==> src/rtl/bya_pkg.sv <==
package bya_pkg;

    typedef enum logic [1:0] {
        ST_EXEC = 2'd0,
        ST_HALT = 2'd1,
        ST_HOLD = 2'd2
    } arb_state_e;

    // Halted and holding states sample their inputs in every T-state.
    function automatic logic samples_each_cycle(input arb_state_e s);
        return (s == ST_HALT) || (s == ST_HOLD);
    endfunction

endpackage

==> src/rtl/bya_hold_sampler.sv <==
module bya_hold_sampler
    import bya_pkg::*;
(
    input  logic       clk,
    input  logic       rst,
    input  arb_state_e state,
    input  logic       hold_req,
    input  logic       smp_hold_stb,
    output logic       hold_lat,
    output logic       hold_arm
);

    always_ff @(posedge clk) begin
        if (rst) begin
            hold_lat <= 1'b0;
            hold_arm <= 1'b0;
        end else if (samples_each_cycle(state)) begin
            hold_lat <= hold_req;
            hold_arm <= 1'b0;
        end else if (hold_arm) begin
            // Bus is handed over on this edge; hold state starts latched high.
            hold_lat <= 1'b1;
            hold_arm <= 1'b0;
        end else if (smp_hold_stb) begin
            hold_lat <= hold_req;
        end else if (hold_lat) begin
            // Confirmation cycle: request must still be present.
            hold_arm <= hold_req;
            hold_lat <= 1'b0;
        end
    end

    // outside the marked T-states an executing core never newly latches the request
    a_r5_sample_points: assert property (@(posedge clk) disable iff (rst)
        (state == ST_EXEC && !smp_hold_stb && !hold_arm) |=> !hold_lat);

endmodule

==> src/rtl/bya_irq_capture.sv <==
module bya_irq_capture #(
    parameter int N_IRQ = 4
) (
    input  logic             clk,
    input  logic             rst,
    input  logic             sample_en,
    input  logic             clear,
    input  logic [N_IRQ-1:0] irq_req,
    output logic             cap_valid,
    output logic [N_IRQ-1:0] cap_onehot
);

    localparam logic [N_IRQ-1:0] ONE_LSB = N_IRQ'(1);

    logic [N_IRQ-1:0] lowest;
    assign lowest = irq_req & (~irq_req + ONE_LSB);

    always_ff @(posedge clk) begin
        if (rst || clear) begin
            cap_valid  <= 1'b0;
            cap_onehot <= '0;
        end else if (sample_en && !cap_valid && (|irq_req)) begin
            cap_valid  <= 1'b1;
            cap_onehot <= lowest;
        end
    end

    // a held capture is never replaced before it is serviced
    a_r7_first_kept: assert property (@(posedge clk) disable iff (rst)
        (cap_valid && !clear) |=> (cap_valid && $stable(cap_onehot)));

    // request line 0 beats every other line seen with it
    a_r8_lowest_wins: assert property (@(posedge clk) disable iff (rst)
        (sample_en && !clear && !cap_valid && irq_req[0]) |=> cap_onehot[0]);

    // the capture is always a single line
    a_r8_single_line: assert property (@(posedge clk) disable iff (rst)
        cap_valid |-> ($countones(cap_onehot) == 1));

endmodule

==> src/rtl/bus_yield_arbiter.sv <==
module bus_yield_arbiter
    import bya_pkg::*;
#(
    parameter int N_IRQ = 4
) (
    input  logic             clk,
    input  logic             rst,
    input  logic             hold_req,
    input  logic [N_IRQ-1:0] irq_req,
    input  logic             halt_stb,
    input  logic             smp_hold_stb,
    input  logic             smp_irq_stb,
    output logic             hold_ack,
    output logic             bus_float,
    output logic [N_IRQ-1:0] irq_accept,
    output logic             resume_fetch
);

    arb_state_e       state_q, state_d;
    logic             hold_lat, hold_arm, hold_pending;
    logic             cap_valid, irq_sample_en;
    logic [N_IRQ-1:0] cap_onehot;
    logic             svc_halt, svc_exec, svc;
    logic [N_IRQ-1:0] accept_q;
    logic             resume_q;

    bya_hold_sampler u_hold (
        .clk          (clk),
        .rst          (rst),
        .state        (state_q),
        .hold_req     (hold_req),
        .smp_hold_stb (smp_hold_stb),
        .hold_lat     (hold_lat),
        .hold_arm     (hold_arm)
    );

    assign irq_sample_en = samples_each_cycle(state_q) ||
                           (state_q == ST_EXEC && smp_irq_stb);

    bya_irq_capture #(.N_IRQ(N_IRQ)) u_irq (
        .clk        (clk),
        .rst        (rst),
        .sample_en  (irq_sample_en),
        .clear      (svc),
        .irq_req    (irq_req),
        .cap_valid  (cap_valid),
        .cap_onehot (cap_onehot)
    );

    assign hold_pending = hold_lat || hold_arm;
    assign svc_halt = (state_q == ST_HALT) && !hold_lat && cap_valid;
    assign svc_exec = (state_q == ST_EXEC) && !hold_pending && !halt_stb && cap_valid;
    assign svc      = svc_halt || svc_exec;

    always_comb begin
        state_d = state_q;
        unique case (state_q)
            ST_EXEC: begin
                if (hold_arm)                        state_d = ST_HOLD;
                else if (halt_stb && !hold_pending)  state_d = ST_HALT;
            end
            ST_HALT: begin
                if (hold_lat)       state_d = ST_HOLD;
                else if (cap_valid) state_d = ST_EXEC;
            end
            ST_HOLD: begin
                if (!hold_lat)      state_d = ST_HALT;
            end
            default: state_d = ST_EXEC;
        endcase
    end

    always_ff @(posedge clk) begin
        if (rst) begin
            state_q  <= ST_EXEC;
            accept_q <= '0;
            resume_q <= 1'b0;
        end else begin
            state_q  <= state_d;
            accept_q <= svc ? cap_onehot : '0;
            resume_q <= svc_halt;
        end
    end

    assign hold_ack     = (state_q == ST_HOLD);
    assign bus_float    = (state_q == ST_HOLD);
    assign irq_accept   = accept_q;
    assign resume_fetch = resume_q;

    // a latched request while halted hands over the bus on the next edge
    a_r2_halt_yields: assert property (@(posedge clk) disable iff (rst)
        (state_q == ST_HALT && hold_lat) |=> hold_ack);

    // a latched low request while holding gives the bus back
    a_r4_hold_release: assert property (@(posedge clk) disable iff (rst)
        (state_q == ST_HOLD && !hold_lat) |=> (!hold_ack && state_q == ST_HALT));

    // no interrupt is accepted while the bus is held
    a_r3_no_accept_in_hold: assert property (@(posedge clk) disable iff (rst)
        hold_ack |-> (irq_accept == '0));

    // accept is one-hot or idle
    a_r6_accept_onehot: assert property (@(posedge clk) disable iff (rst)
        $onehot0(irq_accept));

    // resuming from halt always carries an accepted interrupt
    a_r6_resume_has_accept: assert property (@(posedge clk) disable iff (rst)
        resume_fetch |-> (irq_accept != '0));

    // halt strobe with nothing pending parks the core
    a_r10_halt_entry: assert property (@(posedge clk) disable iff (rst)
        (state_q == ST_EXEC && halt_stb && !hold_pending) |=> (state_q == ST_HALT));

endmodule

==> config.mk <==
export PLATFORM = sky130hd
export DESIGN_NAME = bus_yield_arbiter
export DESIGN_NICKNAME = d
export VERILOG_FILES = /design/src/rtl/bya_pkg.sv /design/src/rtl/bya_hold_sampler.sv /design/src/rtl/bya_irq_capture.sv /design/src/rtl/bus_yield_arbiter.sv
export SDC_FILE = /design/constraint.sdc
export NUM_CORES = 1
export LEC_CHECK = 0
export BUFFER_PORTS_ARGS = -buffer_cell sky130_fd_sc_hd__buf_2
export CAP_MARGIN = 10
export CORE_MARGIN = 2
export CORE_UTILIZATION = 48
export DETAILED_ROUTE_END_ITERATION = 7
export PLACE_DENSITY = 0.74
export SKIP_CTS_REPAIR_TIMING = 1
export SYNTH_ARGS = -nofsm -noshare
export SYNTH_HDL_FRONTEND = slang
export SYNTH_SLANG_ARGS = --single-unit
==> constraint.sdc <==
create_clock -name clk -period 1.8 [get_ports clk]
set_input_delay 0.18 -clock clk [delete_from_list [all_inputs] [get_ports clk]]
set_output_delay 0.18 -clock clk [all_outputs]
set_load 0.02 [all_outputs]
==> Word level (Yosys, flattened, before mapping) <==
Index checks and enable logic that the tools add are counted.
{ "word_totals": {"ff_bits": 14, "input_bits": 10, "out_inout_bits": 7, "word_cells": 49} }
{ "op_classes": {"addsub": 1, "n_eq_ne": 5, "n_mux": 9, "n_bitwise": 4, "n_reduce_logical": 23} }
{ "op_table": {"columns": ["cell", "count"], "rows": [
  ["2-to-1 mux 2 bit", 5],
  ["logical AND 1 bit", 9],
  ["!= test 3 x 1 -> 1 bit, second input constant", 2],
  ["one-hot mux 2 bit (3 select lines)", 1],
  ["logical OR 1 bit", 5],
  ["OR reduction 5 bit", 1],
  ["adder 4 x 1 -> 4 bit, second input constant", 1],
  ["bitwise AND 4 bit", 1],
  ["logical NOT 1 bit", 4],
  ["NOT 4 bit", 1],
  ["OR reduction 4 bit", 1],
  ["2-to-1 mux 1 bit", 3],
  ["AND reduction 3 bit", 1],
  ["equality test 2 x 1 -> 1 bit, second input constant", 1],
  ["equality test 2 bit, second input constant", 1],
  ["logical NOT 2 bit", 1],
  ["!= test 2 bit, second input constant", 1],
  ["NOT 1 bit", 2],
  ["OR reduction 2 bit", 1]
]} }

==> Depth between registers and ports, before layout <==
Gate-level depths: netlist of the first run.
{ "logic_depth": {"depth_word": 8, "ltp_mapped": 6, "depth_no_buf": 6} }

==> Hierarchy <==
Synthesis of the first run repeated with hierarchy kept, for this count alone.
{ "unflattened": {"cells_unflattened": 72, "hier_area_um2": 691.9} }
{ "modules_own_cells": {"columns": ["mod", "n_inst", "cells_each", "area_per_inst_um2", "seq_area_each_um2"], "rows": [
  ["bus_yield_arbiter", 1, 35, 380.4, 140.1],
  ["bya_irq_capture", 1, 28, 219.0, 100.1],
  ["bya_hold_sampler", 1, 9, 92.6, 40.0]
]} }

==> Least setup slack after synthesis of the first run <==
Ideal clock, no wire load.
{ "synth_path": {"path_kind": "register to register", "start": "register state_q[0]", "end": "register u_irq.cap_onehot[1]", "setup_time_ns": 0.121, "t_arrival_ns": 1.350, "required_time_ns": 1.679, "slack_ns": 0.329, "path_stages_with_launch": 7, "path_buffers": 0, "period_less_slack_ns": 1.471, "path_cell_list": "dfxtp_1 > inv_1 > ha_1 > a21oi_1 > or3_4 > a32oi_1 > nor2_1"} }
{ "synth_between": {"elab_chain_cells": 6, "elab_cells_between_ends": 15, "cone_classes": "eq/ne: 2; reduce/logical: 13"} }
{ "synth_rtl": {"columns": ["element", "line", "rtl"], "rows": [
  ["start: declaration", "bus_yield_arbiter.sv:19", "arb_state_e state_q, state_d;"],
  ["start signal: assignment", "bus_yield_arbiter.sv:79", "state_q <= state_d;"],
  ["logical NOT 2 bit", "bus_yield_arbiter.sv:38, bus_yield_arbiter.sv:52", null],
  ["logical AND 1 bit (3 in series)", "bus_yield_arbiter.sv:52", "assign svc_exec = (state_q == ST_EXEC) && !hold_pending && !halt_stb && cap_valid;"],
  ["logical OR 1 bit", "bus_yield_arbiter.sv:53", "assign svc = svc_halt || svc_exec;"],
  ["logical OR 1 bit", "bya_irq_capture.sv:19", "if (rst || clear) begin"],
  ["end signal: assignment", "bya_irq_capture.sv:24", "cap_onehot <= lowest;"],
  ["end: declaration", "bya_irq_capture.sv:10", "output logic [N_IRQ-1:0] cap_onehot"]
]} }
Several ways; a longest one is shown, not always the timed one.
A chain may end at the register's enable or synchronous reset.

==> Final worst setup path of the first run <==
{ "layout_path": {"start": "register state_q[0]", "end": "register u_irq.cap_onehot[2]"} }
The elaborated chain is that of the path after synthesis.

==> results.md, run 1 <==
* R2r startpoint: state_q[0]
* Area of the multi-input gates at 340.3 um2
* Worst Skew at around 0.0015 ns
* Crit-path max FO at 4
* CTS Buf Count at 3
* Sequential Area at between 200 and 300 um2
* Critical Path Sink: u_irq.cap_onehot[2]
* Via/cell ratio at between 5 and 6
* Post-synth EDFFs at 0
* Crit path DAT at 1.79 ns
* Clock share of power at between 20 and 30%
* Post-synthesis cell type count at 29
* Sequential power share at 44.5%
* FMAX at 0.6185 GHz
* Power consumption at just over 800 uW
* Clock Sinks at 14
* Fin. max-slew vios at 0
* Vias in the first global route at ~440
* Sw Ratio at 31.50%
* Die W at roughly 41 um
* Worst Max-Slew Pin Slew at roughly 0.3 ns
* Mean post-synth cell area at about 10 um2
* RSZ-0062 raised after global routing: no
* Mapped Nets at 78
* Clock buffer depth at 2
* R2r setup slk at 0.18 ns
* YS warnings at 0
* Crit path from: state_q[0]
* Synth top area share at 43.58%
* Global-route wire length before repair at approximately 1900 um
* Htree depth at 1
* DPL Wire Length at 874.6 um
* Initial antenna violation count at 0
* Util after Layout at between 60% and 70%
* Ant diodes at 0
* IO buf count at 16
* Die Y at between 40 and 50 um
* CP required at 1.97 ns
* Fin crit share at approximately 90%
* Placed Cells incl. Taps at 94
* Min Tclk post-route at 1.617 ns
* TritonCTS clock tree: yes
* Clk pin slew, worst setup/hold paths at 0.08 ns
* Final setup vio count at 0
* Cells after synthesis at 64
* Detail Route Antenna Nets at 0
* Total Routing Usage GR at 18.42%
* Hold crit path type: in -> reg
* Cell Pwr Density at 1075 mW/mm2
* DRC at 0
* Critical Path End Type: register
* Core area at 0.001269 mm2
* Comb pwr share at 28.6%
* CP peak stage delay at 0.39 ns
* Leak Pwr at 0.0003434 uW
* Nets at 98
* Net Sw Power at 261.0 uW
* Via Count at 517
* FFs w/ async S/R, synth at 0%
* Max-cap check violation count at 0
* Io pins at 17
* Non-filler cells, final at 98
* GP Congestion at 0.8236
* Area Overhead vs Synth at 19.84%
* R2r endpoint: u_irq.cap_onehot[2]
* Crit path cell chain: inv_1 > ha_1 > a21oi_1 > or3_4 > a32oi_1 > nor2_1
* Filler cells at 107
* Peak supply drop at 0.6840 mV
* Initial core utilization at 50.69%
* Ranking of synthesized cells by area: dfxtp_1, ha_1, nor2_1
* Hold Vio Cnt, Final at 0
* Largest net degree at the start of global routing at 9
* Grt ovf at 0
* Synth cell count leaders: dfxtp_1, nor2_1, a21oi_1
* Yosys reg bits at 14
* Count leader, synth: dfxtp_1
* Clock Latency Late Sink at between 0.2 and 0.3 ns
* Initial drt markers at 15
* Crit path launch type: register
* Int Power at 567.5 uW
* Slew margin rel. at 80.44%
* Setup TNS at 0 ns
* DR WL/cell at roughly 11 um
* Share of post-route cells with drive strength above 1 at 33.73%
* Die ar. at roughly 0.0016 mm2
* Status: finished, final reports clean
* Setup Crit Path Kind: reg -> reg
* Worst path slowest cell: dfxtp_1
* Yosys top cell by area: dfxtp_1
* Sequential-to-total area share from yosys stat at between 40% and 50%
* Site Rows at 13
* First-pass iteration count of the detailed router at 4
* Routed WL at 1120 um
* Reg2reg path depth at 6
* Mapped cell area at 643.1 um2
* Root Buffer: clkbuf_4
* Ys flop type: dfxtp_1
==> metrics by stage <==
step	setup slack [ns]	hold WS, ns	area (um2)
6_report	0.1831	0.07655	770.7
5_1_grt	0.02166	0.08399	770.7
4_1_cts	0.1710	0.07536	770.7
3_5_place_dp	0.1868	0.3776	734.5
3_3_place_gp	0.2279	0.3616	734.5
2_1_floorplan	0.3287	0.2491	643.1
==> logic make-up after synthesis <==
logic type      after synthesis  share of synthesized area, %
compound gates               17                         20.82
fa+ha+maj                     4                         7.782
buf+inv                       5                         3.502
flops                        14                         43.58
mux                           1                         1.556
simple gates                 23                         22.76
==> how the worst min path moves through the flow <==
stage | cells after the start | endpoint | slack (ns) | from
6_report | 2 | u_hold.hold_arm | 0.08 | smp_hold_stb
4_1_cts | 2 | u_hold.hold_arm | 0.08 | smp_hold_stb
3_5_place_dp | 2 | u_hold.hold_arm | 0.38 | smp_hold_stb
5_1_grt | 2 | u_hold.hold_arm | 0.08 | smp_hold_stb
3_3_place_gp | 2 | u_hold.hold_arm | 0.36 | smp_hold_stb
2_1_floorplan | 1 | u_hold.hold_lat | 0.25 | rst
==> area by class of cell <==
| type | instances | area share, % |
|---|---|---|
| multi-input cells | 45 | 44.16 |
| flip-flops and latches | 14 | 36.36 |
| repair buffers | 16 | 10.39 |
| clock buffers | 4 | 4.708 |
| well taps | 15 | 2.435 |
| inverters | 4 | 1.948 |
==> metal layers <==
| metal | GRT usage (%) | vias to the layer above | share of wire (%) |
|---|---|---|---|
| met3 | 10.00 | 0 | 5.9 |
| li1 | - | 269 | - |
| met5 | 0 | - | 0 |
| met2 | 27.78 | 16 | 49 |
| met1 | 22.48 | 232 | 45 |
| met4 | 5.000 | 0 | 0 |
==> cell usage in the layout (no fill, tap or decap), types with 2 or more instances in the layout <==
cell / netlist / routed
clkbuf_4: 0 / 3
inv_1: 4 / 4
buf_2: 0 / 16
a32oi_1: 2 / 2
or2b_1: 2 / 2
ha_1: 4 / 4
dfxtp_1: 14 / 14
a21oi_1: 5 / 5
a22oi_1: 2 / 2
nor2_1: 7 / 7
and2_1: 4 / 4
==> power groups by stage <==
stage	combinational (uW)	sequential, uW	clock [uW]
2_1_floorplan	186	374	0
3_3_place_gp	235	376	0
3_5_place_dp	238	377	0
4_1_cts	240	369	231
5_1_grt	271	375	246
6_report	237	369	222
==> state kept, by name, summed over array words and instances, names as in the netlist <==
| register | count |
|---|---|
| irq_accept | 4 |
| u_irq.cap_onehot | 4 |
| state_q | 2 |
| resume_fetch | 1 |
| u_hold.hold_arm | 1 |
| u_hold.hold_lat | 1 |
| u_irq.cap_valid | 1 |
==> critical path, delay by kind of cell, from the launching register on <==
| family | cells | cell delay (ns) |
|---|---|---|
| buffers and inverters | 1 | 0.10 |
| DFF | 1 | 0.39 |
| adders and majority gates | 1 | 0.35 |
| and+or+nand+nor | 2 | 0.44 |
| AOI/OAI and AO/OA | 2 | 0.24 |
No activity file was read; power rests on OpenSTA's default activity.
==> run 2, diff against run 1 <==
--- a/config.mk
+++ b/config.mk
@@ -7,10 +7,11 @@
 export LEC_CHECK = 0
 export BUFFER_PORTS_ARGS = -buffer_cell sky130_fd_sc_hd__buf_2
 export CAP_MARGIN = 10
-export CORE_MARGIN = 2
-export CORE_UTILIZATION = 48
+export CORE_AREA = 2 2 39 41
+export CTS_BUF_LIST = sky130_fd_sc_hd__clkbuf_8
 export DETAILED_ROUTE_END_ITERATION = 7
-export PLACE_DENSITY = 0.74
+export DIE_AREA = 0 0 41 43
+export PLACE_DENSITY = 0.77
 export SKIP_CTS_REPAIR_TIMING = 1
 export SYNTH_ARGS = -nofsm -noshare
 export SYNTH_HDL_FRONTEND = slang
==> results.md, run 2 (synthesis results as in run 1) <==
* Clk pin slew, worst setup/hold paths at 0.06 ns (-0.02 ns)
* Global-route wire length before repair at 1800 um (-5.5%)
* Setup TNS at 0 ns (unchanged)
* DPL Wire Length at 870.5 um (-0.47%)
* CP peak stage delay at 0.39 ns (about the same)
* CP required at 1.92 ns (-0.05 ns)
* Peak supply drop at 0.6878 mV (+0.55%)
* TritonCTS clock tree: yes
* Crit path cell chain: inv_1 > ha_1 > a21oi_1 > or3_4 > a32oi_1 > nor2_1
* Initial antenna violation count at 0 (unchanged)
* Area Overhead vs Synth at 22.96%
* Cell Pwr Density at 1149 mW/mm2 (+6.9%)
* Fin. max-slew vios at 0 (unchanged)
* Vias in the first global route at 476 (+7.9%)
* Leak Pwr at 0.0003511 uW (+2.3%)
* Clock buffer depth at 2 (unchanged)
* Routed WL at 1111 um (-0.80%)
* Initial core utilization at 46.47% (-4.2 points)
* Crit-path max FO at 4 (unchanged)
* Filler cells at 122 (+14%)
* Root Buffer: clkbuf_8
* Total Routing Usage GR at 14.83% (-3.6 points)
* Commonest non-fill, non-tap cell in the layout: buf_2
* Max-cap check violation count at 0 (unchanged)
* Hold crit path type: in -> reg
* Power consumption at 908.2 uW (+9.6%)
* Hold depth at 2 (unchanged)
* Largest net degree at the start of global routing at 9 (unchanged)
* Reg2reg path depth at 6 (unchanged)
* Final setup vio count at 0 (unchanged)
* Nets at 98 (unchanged)
* Clock Sinks at 14 (unchanged)
* Via/cell ratio at 5.111 (-3.1%)
* GP Congestion at 0.7409 (-10%)
* Worst Max-Slew Pin Slew at 0.2997 ns (+0.007340 ns)
* Fin crit share at 88.73% (-1.1 points)
* Clock Latency Late Sink at 0.24 ns (-0.04 ns)
* CTS Buf Count at 3 (unchanged)
* Io pins at 17 (unchanged)
* Share of post-route cells with drive strength above 1 at 33.73% (unchanged)
* Via Count at 506 (-2.1%)
* Die W at 41 um (+0.97%)
* IO buf count at 16 (unchanged)
* Slew margin rel. at 79.95% (-0.49 points)
* Util after Layout at 57.14% (-3.6 points)
* Grt ovf at 0 (unchanged)
* Htree depth at 1 (unchanged)
* Hold Vio Cnt, Final at 0 (unchanged)
* Min Tclk post-route at 1.597 ns (-0.01987 ns)
* Die ar. at 0.001763 mm2 (+6.9%)
* Crit path DAT at 1.72 ns (-0.07 ns)
* DRC at 0 (unchanged)
* Setup Crit Path Kind: reg -> reg
* Die Y at 43 um (+5.9%)
* Commonest cells after routing, fill and taps aside: buf_2, dfxtp_1, nor2_1, a21oi_1
* R2r startpoint: state_q[0]
* Worst Skew at 0.002832 ns (+0.001363 ns)
* Core area at 0.001384 mm2 (+9.1%)
* Hold Crit Start: smp_hold_stb
* Area of the multi-input gates at 340.3 um2 (unchanged)
* Crit path launch type: register
* Status: finished, final reports clean
* WHS at 0.1096 ns (+0.03302 ns)
* Site Rows at 14 (+1)
* Ant diodes at 0 (unchanged)
* Critical Path End Type: register
* RSZ-0062 raised after global routing: no
* FMAX at 0.6261 GHz (+1.2%)
* Worst path slowest cell: dfxtp_1
* Sequential Area at 280.3 um2 (unchanged)
* Worst hold endpoint: u_hold.hold_arm
* Detail Route Antenna Nets at 0 (unchanged)
* First-pass iteration count of the detailed router at 4 (unchanged)
* DR WL/cell at 11.22 um (-1.8%)
* R2r setup slk at 0.20 ns (+0.02 ns)
* Initial drt markers at 8 (-7)
* R2r endpoint: u_irq.cap_onehot[2]
[run 2: where the power goes]
group          internal [uW]  switching (uW)
Combinational            102             139
Clock                    193             104
Sequential               344            25.9
Total                    639             270
[run 2: critical path, delay by kind of cell (launching register included)]
kind | cells | cell delay, ns
compound gates | 2 | 0.23
buf+inv | 1 | 0.09
flops | 1 | 0.39
fa+ha+maj | 1 | 0.34
simple gates | 2 | 0.44
[run 2: per-layer routing]
layer,global-route usage [%],share of wire [%]
met5,0,0
met4,4.000,0
met3,4.712,4.4
met2,24.38,48
met1,17.65,48
[run 2: worst max path at each step]
stage / from / end / slack [ns] / cells past startpoint
final: state_q[0] / u_irq.cap_onehot[2] / 0.20 / 6
after global placement: state_q[0] / u_irq.cap_onehot[2] / 0.24 / 6
after global routing: state_q[0] / u_irq.cap_onehot[3] / 0.09 / 6
after floorplan: state_q[0] / u_irq.cap_onehot[1] / 0.33 / 6
after CTS: state_q[0] / u_irq.cap_onehot[2] / 0.19 / 6
after detailed placement: state_q[0] / u_irq.cap_onehot[2] / 0.21 / 6
[run 2: layout make-up]
class / count / area share (%)
Inverter: 4 / 1.899
Timing Repair Buffer: 16 / 10.13
Clock buffer: 4 / 6.962
Multi-Input combinational cell: 45 / 43.04
Sequential cell: 14 / 35.44
Tap cell: 16 / 2.532
[run 2: per-stage QoR]
stage               cell area, um2  setup slack, ns  instances
CTS                          790.8           0.1900         99
floorplan                    643.1           0.3287         64
global route                 790.8          0.09434         99
detailed placement           735.7           0.2051         95
global placement             735.7           0.2424         95
finish                       790.8           0.2029         99
==> run 3, diff against run 2 <==
--- a/config.mk
+++ b/config.mk
@@ -12,6 +12,7 @@
 export DETAILED_ROUTE_END_ITERATION = 7
 export DIE_AREA = 0 0 41 43
 export PLACE_DENSITY = 0.77
+export REMOVE_ABC_BUFFERS = 1
 export SKIP_CTS_REPAIR_TIMING = 1
 export SYNTH_ARGS = -nofsm -noshare
 export SYNTH_HDL_FRONTEND = slang
==> results.md, run 3 (synthesis results as in run 1) <==
* Die Y at 43 um (unchanged)
* CP required at 1.94 ns (+0.02 ns)
* Comb pwr share at 26.6% (about the same)
* Met3 usage at 4.712% (unchanged)
* GR Layer Usage met1 at 23.36% (+5.7 points)
* Setup TNS at 0 ns (unchanged)
* Fin crit share at 90.84% (+2.1 points)
* Via/cell ratio at 5.303 (+3.8%)
* Site Rows at 14 (unchanged)
* Total Routing Usage GR at 18.10% (+3.3 points)
* Net Sw Power at 287.6 uW (+6.7%)
* Htree depth at 1 (unchanged)
* Global-route wire length before repair at 2083 um (+16%)
* TritonCTS clock tree: yes
* Clock Sinks at 14 (unchanged)
* Leak Pwr at 0.0003511 uW (unchanged)
* Peak supply drop at 0.6359 mV (-7.5%)
* Slew margin rel. at 79.08% (-0.87 points)
* Crit-path max FO at 4 (unchanged)
* Largest net degree at the start of global routing at 9 (unchanged)
* Clock buffer depth at 2 (unchanged)
* Clock Latency Late Sink at 0.25 ns (about the same)
* Max-cap check violation count at 0 (unchanged)
* IO buf count at 16 (unchanged)
* Clock share of power at 33.4% (+0.6 points)
* CTS Buf Count at 3 (unchanged)
* Worst path slowest cell: dfxtp_1
* Share of post-route cells with drive strength above 1 at 33.73% (unchanged)
* Area of the multi-input gates at 340.3 um2 (unchanged)
* Crit path DAT at 1.77 ns (+0.05 ns)
* First-pass iteration count of the detailed router at 4 (unchanged)
* Routed WL at 1229 um (+11%)
* Commonest non-fill, non-tap cell in the layout: buf_2
* Initial drt markers at 13 (+5)
* Final setup vio count at 0 (unchanged)
* Sequential Area at 280.3 um2 (unchanged)
* Clk pin slew, worst setup/hold paths at 0.06 ns (about the same)
* GP Congestion at 0.8388 (+13%)
* Die W at 41 um (unchanged)
* Cell family with most CP delay: simple AND/OR/NAND/NOR gates
* Initial core utilization at 46.47% (unchanged)
* Min Tclk post-route at 1.635 ns (+0.03795 ns)
* Io pins at 17 (unchanged)
* Filler cells at 128 (+4.9%)
* Core area at 0.001384 mm2 (unchanged)
* Die ar. at 0.001763 mm2 (unchanged)
* Fin. max-slew vios at 0 (unchanged)
* Routing usage on met2 at 25.00% (+0.63 points)
* Worst path bufs/invs at 1 (unchanged)
* Status: finished, final reports clean
* Nets at 98 (unchanged)
* Sequential power share at 40.0% (-0.7 points)
* RSZ-0062 raised after global routing: no
* Cell Pwr Density at 1172 mW/mm2 (+2.1%)
* Root Buffer: clkbuf_8
* CP peak stage delay at 0.40 ns (about the same)
* Grt ovf at 0 (unchanged)
* Ant diodes at 0 (unchanged)
* DR WL/cell at 12.41 um (+11%)
* DP Area at 735.7 um2 (unchanged)
* DRC at 0 (unchanged)
* Setup Crit Path Kind: reg -> reg
* DPL Wire Length at 857.9 um (-1.4%)
* Initial antenna violation count at 0 (unchanged)
* Area Overhead vs Synth at 22.96% (unchanged)
* Crit path cell chain: inv_1 > ha_1 > a21oi_1 > or3_4 > a32oi_1 > nor2_1
* Critical Path End Type: register
* FMAX at 0.6116 GHz (-2.3%)
* Via Count at 525 (+3.8%)
* Sw Ratio at 31.03% (+1.4 points)
* Worst Skew at 0.002404 ns (-0.0004276 ns)
* Final Cell Area at 790.8 um2 (unchanged)
* Hold Vio Cnt, Final at 0 (unchanged)
* Detail Route Antenna Nets at 0 (unchanged)
* Worst Max-Slew Pin Slew at 0.3127 ns (+0.01300 ns)
* Vias in the first global route at 504 (+5.9%)
* Int Power at 639.2 uW (about the same)
* Hold crit path type: in -> reg
* Commonest cells after routing, fill and taps aside: buf_2, dfxtp_1, nor2_1, a21oi_1
* Grt peak-use layer: met2
* Crit path launch type: register
==> run 3: cell counts in the layout (fill, tap and decap cells not counted) <==
No cell type changed its count.
==> run 3: cell type report <==
| class | instances | area share, % |
|---|---|---|
| inverter | 4 | 1.899 |
| multi-input combinational | 45 | 43.04 |
| sequential | 14 | 35.44 |
| timing repair buffer | 16 | 10.13 |
| tap | 16 | 2.532 |
| clock buffer | 4 | 6.962 |
==> run 3: layer usage <==
layer,routed length (um),vias to the layer above
li1,-,268
met1,592,234
met2,535,17
met3,63,6
met4,37,0
met5,0,-
==> run 3: path summary, 6_finish.rpt <==
check                                         start                   to  slack, ns  cells after the start
worst max-delay path                     state_q[0]  u_irq.cap_onehot[1]       0.16                      6
worst min-delay path                   smp_hold_stb      u_hold.hold_arm        0.1                      2
worst max register to register           state_q[0]  u_irq.cap_onehot[1]       0.16                      6
worst min register to register  u_irq.cap_onehot[3]        irq_accept[3]       0.46                      1
==> run 3: power groups by stage <==
stage | Sequential [uW] | Combinational [uW] | Clock [uW]
2_1_floorplan | 374 | 185 | 0
6_report | 371 | 246 | 310
5_1_grt | 375 | 278 | 329
4_1_cts | 370 | 245 | 312
3_3_place_gp | 376 | 233 | 0
3_5_place_dp | 376 | 240 | 0
==> run 3: per-stage QoR <==
step / utilization (%) / power, uW / hold WS (ns) / std cells / setup slack (ns)
floorplan: - / 558.6 / 0.2491 / 63 / 0.3287
detailed placement: 53.16 / 616.9 / 0.3620 / 95 / 0.1957
global placement: 53.16 / 608.8 / 0.3587 / 95 / 0.2192
global route: 57.14 / 981.0 / 0.1110 / 99 / 0.03960
finish: 57.14 / 926.8 / 0.09584 / 99 / 0.1650
CTS: 57.14 / 926.8 / 0.09999 / 99 / 0.1857
